==> src/rtl/isr_bank_pkg.sv <==
package isr_bank_pkg;
  localparam int DW = 32;
  // bit positions whose behaviour the block depends on
  localparam int CARD_BIT = 8;
  localparam int OOB_BIT  = 9;
  localparam int SUM_BIT  = 15;
  localparam int ERR_LO   = 16;
  // implemented stored bits: 0,1,2,4,5,8,9,16..22,24,28,29
  localparam logic [DW-1:0] STORE_MASK = 32'h317F_0337;
  // clearable by software: stored bits except card interrupt
  localparam logic [DW-1:0] CLR_MASK   = STORE_MASK & ~(32'h1 << CARD_BIT);

  typedef enum logic [1:0] {
    SEL_STATUS = 2'd0,
    SEL_INT_EN = 2'd1,
    SEL_SIG_EN = 2'd2,
    SEL_NONE   = 2'd3
  } reg_sel_e;
endpackage

==> src/rtl/isr_status_reg.sv <==
module isr_status_reg
  import isr_bank_pkg::*;
(
  input  logic          clk,
  input  logic          rst_n,
  input  logic [DW-1:0] clr_vec,
  input  logic          card_drop,
  input  logic [DW-1:0] set_vec,
  output logic [DW-1:0] st_q,
  output logic [DW-1:0] st_rd
);
  logic [DW-1:0] drop_vec;
  logic [DW-1:0] st_d;
  logic          err_any;

  always_comb begin
    drop_vec = '0;
    drop_vec[CARD_BIT] = card_drop;
    // clear first, then set, so a simultaneous event is kept
    st_d = ((st_q & ~(clr_vec & CLR_MASK) & ~drop_vec) | set_vec) & STORE_MASK;
  end

  always_ff @(posedge clk or negedge rst_n) begin
    if (!rst_n) st_q <= '0;
    else        st_q <= st_d;
  end

  assign err_any = |st_q[DW-1:ERR_LO];

  always_comb begin
    st_rd = st_q;
    st_rd[SUM_BIT] = err_any;
  end
endmodule

==> src/rtl/isr_enable_reg.sv <==
module isr_enable_reg
  import isr_bank_pkg::*;
#(
  parameter bit GATE_OOB = 1'b0
) (
  input  logic          clk,
  input  logic          rst_n,
  input  logic          wr_en,
  input  logic [DW-1:0] wdata,
  input  logic          oob_allow,
  output logic [DW-1:0] en_q
);
  logic [DW-1:0] en_w;

  generate
    if (GATE_OOB) begin : g_gated
      always_comb begin
        en_w = wdata & STORE_MASK;
        if (!oob_allow) en_w[OOB_BIT] = en_q[OOB_BIT];
      end
    end else begin : g_plain
      logic unused_allow;
      assign unused_allow = oob_allow;
      always_comb en_w = wdata & STORE_MASK;
    end
  endgenerate

  always_ff @(posedge clk or negedge rst_n) begin
    if (!rst_n)     en_q <= '0;
    else if (wr_en) en_q <= en_w;
  end
endmodule

==> src/rtl/isr_irq_out.sv <==
module isr_irq_out
  import isr_bank_pkg::*;
(
  input  logic          clk,
  input  logic          rst_n,
  input  logic [DW-1:0] st,
  input  logic [DW-1:0] int_en,
  input  logic [DW-1:0] sig_en,
  output logic          irq
);
  logic hit;
  assign hit = |(st & int_en & sig_en);

  always_ff @(posedge clk or negedge rst_n) begin
    if (!rst_n) irq <= 1'b0;
    else        irq <= hit;
  end
endmodule

==> src/rtl/isr_bank.sv <==
module isr_bank
  import isr_bank_pkg::*;
#(
  parameter int ADDR_W = 2
) (
  input  logic              clk,
  input  logic              rst_n,
  input  logic              bus_wr,
  input  logic [ADDR_W-1:0] bus_addr,
  input  logic [DW-1:0]     bus_wdata,
  output logic [DW-1:0]     bus_rdata,
  input  logic              oob_wr_allow,
  input  logic [DW-1:0]     evt_pulse,
  output logic              irq
);
  reg_sel_e      sel;
  logic          wr_st, wr_ie, wr_se;
  logic [DW-1:0] st_q, st_rd, ie_q, se_q;
  logic [DW-1:0] clr_vec;
  logic          card_drop;

  always_comb begin
    case (bus_addr)
      ADDR_W'(0): sel = SEL_STATUS;
      ADDR_W'(1): sel = SEL_INT_EN;
      ADDR_W'(2): sel = SEL_SIG_EN;
      default:    sel = SEL_NONE;
    endcase
  end

  assign wr_st     = bus_wr && (sel == SEL_STATUS);
  assign wr_ie     = bus_wr && (sel == SEL_INT_EN);
  assign wr_se     = bus_wr && (sel == SEL_SIG_EN);
  assign clr_vec   = wr_st ? bus_wdata : '0;
  assign card_drop = wr_ie && !bus_wdata[CARD_BIT];

  isr_status_reg u_status (
    .clk      (clk),
    .rst_n    (rst_n),
    .clr_vec  (clr_vec),
    .card_drop(card_drop),
    .set_vec  (evt_pulse),
    .st_q     (st_q),
    .st_rd    (st_rd)
  );

  isr_enable_reg #(.GATE_OOB(1'b1)) u_int_en (
    .clk      (clk),
    .rst_n    (rst_n),
    .wr_en    (wr_ie),
    .wdata    (bus_wdata),
    .oob_allow(oob_wr_allow),
    .en_q     (ie_q)
  );

  isr_enable_reg #(.GATE_OOB(1'b0)) u_sig_en (
    .clk      (clk),
    .rst_n    (rst_n),
    .wr_en    (wr_se),
    .wdata    (bus_wdata),
    .oob_allow(1'b1),
    .en_q     (se_q)
  );

  isr_irq_out u_irq (
    .clk   (clk),
    .rst_n (rst_n),
    .st    (st_q),
    .int_en(ie_q),
    .sig_en(se_q),
    .irq   (irq)
  );

  always_comb begin
    case (sel)
      SEL_STATUS: bus_rdata = st_rd;
      SEL_INT_EN: bus_rdata = ie_q;
      SEL_SIG_EN: bus_rdata = se_q;
      default:    bus_rdata = '0;
    endcase
  end
endmodule

==> config.mk <==
export PLATFORM = sky130hd
export DESIGN_NAME = isr_bank
export DESIGN_NICKNAME = d
export VERILOG_FILES = /design/src/rtl/isr_bank_pkg.sv /design/src/rtl/isr_status_reg.sv /design/src/rtl/isr_enable_reg.sv /design/src/rtl/isr_irq_out.sv /design/src/rtl/isr_bank.sv
export SDC_FILE = /design/constraint.sdc
export NUM_CORES = 1
export LEC_CHECK = 0
export CORE_MARGIN = 4
export CORE_UTILIZATION = 50
export CTS_CLUSTER_SIZE = 14
export DETAILED_ROUTE_END_ITERATION = 8
export DONT_BUFFER_PORTS = 1
export PLACE_DENSITY = 0.67
export SLEW_MARGIN = 10
export SYNTH_ARGS = -nofsm -noshare
export SYNTH_HDL_FRONTEND = slang
export SYNTH_SLANG_ARGS = --single-unit
==> constraint.sdc <==
create_clock -name clk -period 3.55 [get_ports clk]
set_clock_uncertainty 0.2 [all_clocks]
set_input_delay 0.355 -clock clk [delete_from_list [all_inputs] [get_ports clk]]
set_output_delay 0.355 -clock clk [all_outputs]
set_load 0.01 [all_outputs]
==> results.json <==
{
  "critPathSlowestCell": "nor3b_4",
  "htreeDepth": 2,
  "clk_latency_ns": 0.31,
  "worstMarginPinSlew_ns": 0.813,
  "max-slew-margin-rel_pct": 45.7,
  "cp_max_fo": 21,
  "grt-ovfl-total": 0,
  "dr.pass1.iters": 4,
  "syn_to_final_growth_pct": 20.6,
  "synth_commonest_cells": "dfrtp_1 (52), mux2_2 (34), nand2_1 (33)",
  "async_reset_ff_share_pct": 100,
  "synthFlopType": "dfrtp_1",
  "cts.reportedPaths.clkPinSlew_ns": 0.10,
  "p_leak_nw": 1.28,
  "avgSynthCellArea_sq_um": 11.3,
  "fp.dieW_um": 79.5,
  "hold_path.class": "in -> reg",
  "vias": 1806,
  "powerDensity_nw_per_um2": 463,
  "layout.nets": 335,
  "routed_via_density": 5.42,
  "cts_resized": 0,
  "critPathCaptureType": "register",
  "grt_max_degree": 53,
  "status": "finished, final reports clean",
  "start_kind": "input port",
  "clock-sinks": 52,
  "die_area_sq_um": 6320,
  "final.min_clock_period_ns": 1.90,
  "cp.required_ns": 3.55,
  "ys_warn_count": 0,
  "start_util_pct": 52.7,
  "drc": 0,
  "cp_slowest_stage_delay_ns": 0.67,
  "synth_cell_types": 23,
  "clockBufferDepth": 2,
  "num_io_pins": 103,
  "syn_inst": 227,
  "path_class": "in -> reg",
  "seq_area_frac_synth_pct": 50.9,
  "setup_viol": 0,
  "drt_iter0_markers": 67,
  "synth.area.top_cells": "dfrtp_1 (51%), mux2_2 (15%), mux2i_1 (6.7%), buf_4 (5.3%), nand2_1 (4.8%)",
  "track_usage_pct": 19.1,
  "dp_slack_ns": 1.72,
  "synth_top_area_cell": "dfrtp_1",
  "cap_violations": 0,
  "final_layout_size_suffix_gt1_share_pct": 18.0,
  "setup_tns_ns": 0,
  "fillCellCount": 406,
  "wl_mm": 5.65,
  "synth-edff-count": 0,
  "placementRows": 25,
  "finalMaxSlewViolations": 0,
  "hpwlAfterDp_mm": 3.60,
  "die_y_um": 79.5,
  "cp_cell_sequence": "nor3b_4 > nand2_1 > a21o_1 > dlygate4sd3_1",
  "vdd_drop_max_uv": 248,
  "ys_ff_latch": 52,
  "finalHoldViolations": 0,
  "diodes": 0,
  "root_buffer": "clkbuf_8",
  "numCtsBuffers": 5,
  "gp_congestion": 0.737,
  "syn_area_sq_um": 2560,
  "finalCritPeriodShare_pct": 53.4,
  "rsz0062_at_grt": "false",
  "antenna_left": 0,
  "arrival_ns": 1.89,
  "wire_per_inst_um": 17.0,
  "core_sq_um": 4850,
  "yosysTopAreaCellShare_pct": 50.9,
  "grt_pass1_vias": 1853,
  "io_buffer_count": 0,
  "grt_pass1_wl_mm": 9.15,
  "cts_tree": "done",
  "synth.most_common_cell": "dfrtp_1",
  "fmax_ghz": 0.527,
  "antenna_found_initial": 0,
  "finalWorstSetupSlack_ns": 1.65
}
## metal layers
layer  vias up  track usage (%)  part of all wire [%]
met1       877             23.0                    41
met3         9             5.64                   7.4
li1        858                -                     -
met2        62             32.6                    50
met5         -                0                     0
met4         0             6.53                   1.3
## report_power, final
part | total, W | internal, W | leakage (nW) | switching (W)
logic | 0.000250 | 0.000136 | 0.645 | 0.000114
clock network | 0.000443 | 0.000249 | 0.0645 | 0.000194
registers | 0.000734 | 0.000674 | 0.566 | 0.0000599
## state kept, by name, indices dropped and copies added, names as in the netlist
signal / count
u_int_en.en_q: 17
u_irq.irq: 1
u_status.st_q: 17
u_sig_en.en_q: 17
## layout by cell type (no fill, tap or decap)
master	synthesis	final
dfrtp_1	52	52
dlygate4sd3_1	0	38
mux2_2	34	34
nand2_1	33	33
o21ai_0	18	18
mux2i_1	17	17
a21o_1	16	16
conb_1	1	14
nand3_1	13	13
clkbuf_8	0	7
nand4_1	4	4
nor2_1	3	3
nor4_1	2	2
a311oi_1	2	2
and3_1	2	2
buf_4	18	2
nor2b_1	1	1
nor3b_4	1	1
nand3b_2	1	1
nand2b_1	1	1
a31oi_1	1	1
nand2_4	1	1
inv_1	1	1
bufinv_16	0	1
buf_16	0	1
## worst paths after layout
path                                              from                            to  slack, ns  cells after the start
min reg2reg                 u_status.st_q[5]$_DFF_PN0_    u_status.st_q[5]$_DFF_PN0_       0.32                      1
min                                      bus_wdata[18]   u_status.st_q[18]$_DFF_PN0_      0.009                      2
max reg2reg                u_status.st_q[21]$_DFF_PN0_   u_status.st_q[21]$_DFF_PN0_       2.07                      2
min in group asynchronous                        rst_n   u_status.st_q[28]$_DFF_PN0_       0.35                      2
max                                        bus_addr[1]   u_status.st_q[21]$_DFF_PN0_       1.65                      4
max in group asynchronous                        rst_n  u_int_en.en_q[8]$_DFFE_PN0N_       2.58                      2
## per-stage QoR
step                      total power (W)  instance area (sq um)  hold slack (ns)  utilization [%]  std cells
after floorplan                  0.000920                   2610           -0.141                -        240
after global placement           0.000939                   2550           -0.139             52.5        286
after detailed placement         0.000945                   2550           -0.140             52.5        286
after CTS                         0.00144                   3080         0.000543             63.6        333
after global routing              0.00150                   3080          0.00570             63.6        333
final                             0.00143                   3080          0.00867             63.6        333
## repair_timing
item,CTS,global route
hold buffers,39,0
buffers inserted,0,0
endpoints found under the hold margin,103,0
## kinds of logic after synthesis
| logic type | synth area share [%] |
|---|---|
| AO/OA/AOI/OAI | 9.15 |
| buffers and inverters | 6.27 |
| flip-flops | 50.9 |
| multiplexers | 21.6 |
| other | 0.147 |
| AND/OR/NAND/NOR | 11.9 |
## area by class of cell
type	count	area [sq um]	share of cell area (%)
well taps	67	83.8	2.72
clock buffers	7	96.3	3.13
inverters	1	3.75	0.122
clock inverters	1	30.0	0.974
flip-flops and latches	52	1300	42.2
multi-input cells	164	1140	37.1
repair buffers	41	423	13.7
## worst max-delay path, delay by kind of cell
family | cells | cell delay (ns)
buffers and inverters | 1 | 0.56
AND/OR/NAND/NOR | 2 | 0.78
AO/OA/AOI/OAI | 1 | 0.19
Power figures use the tool's default switching activity.
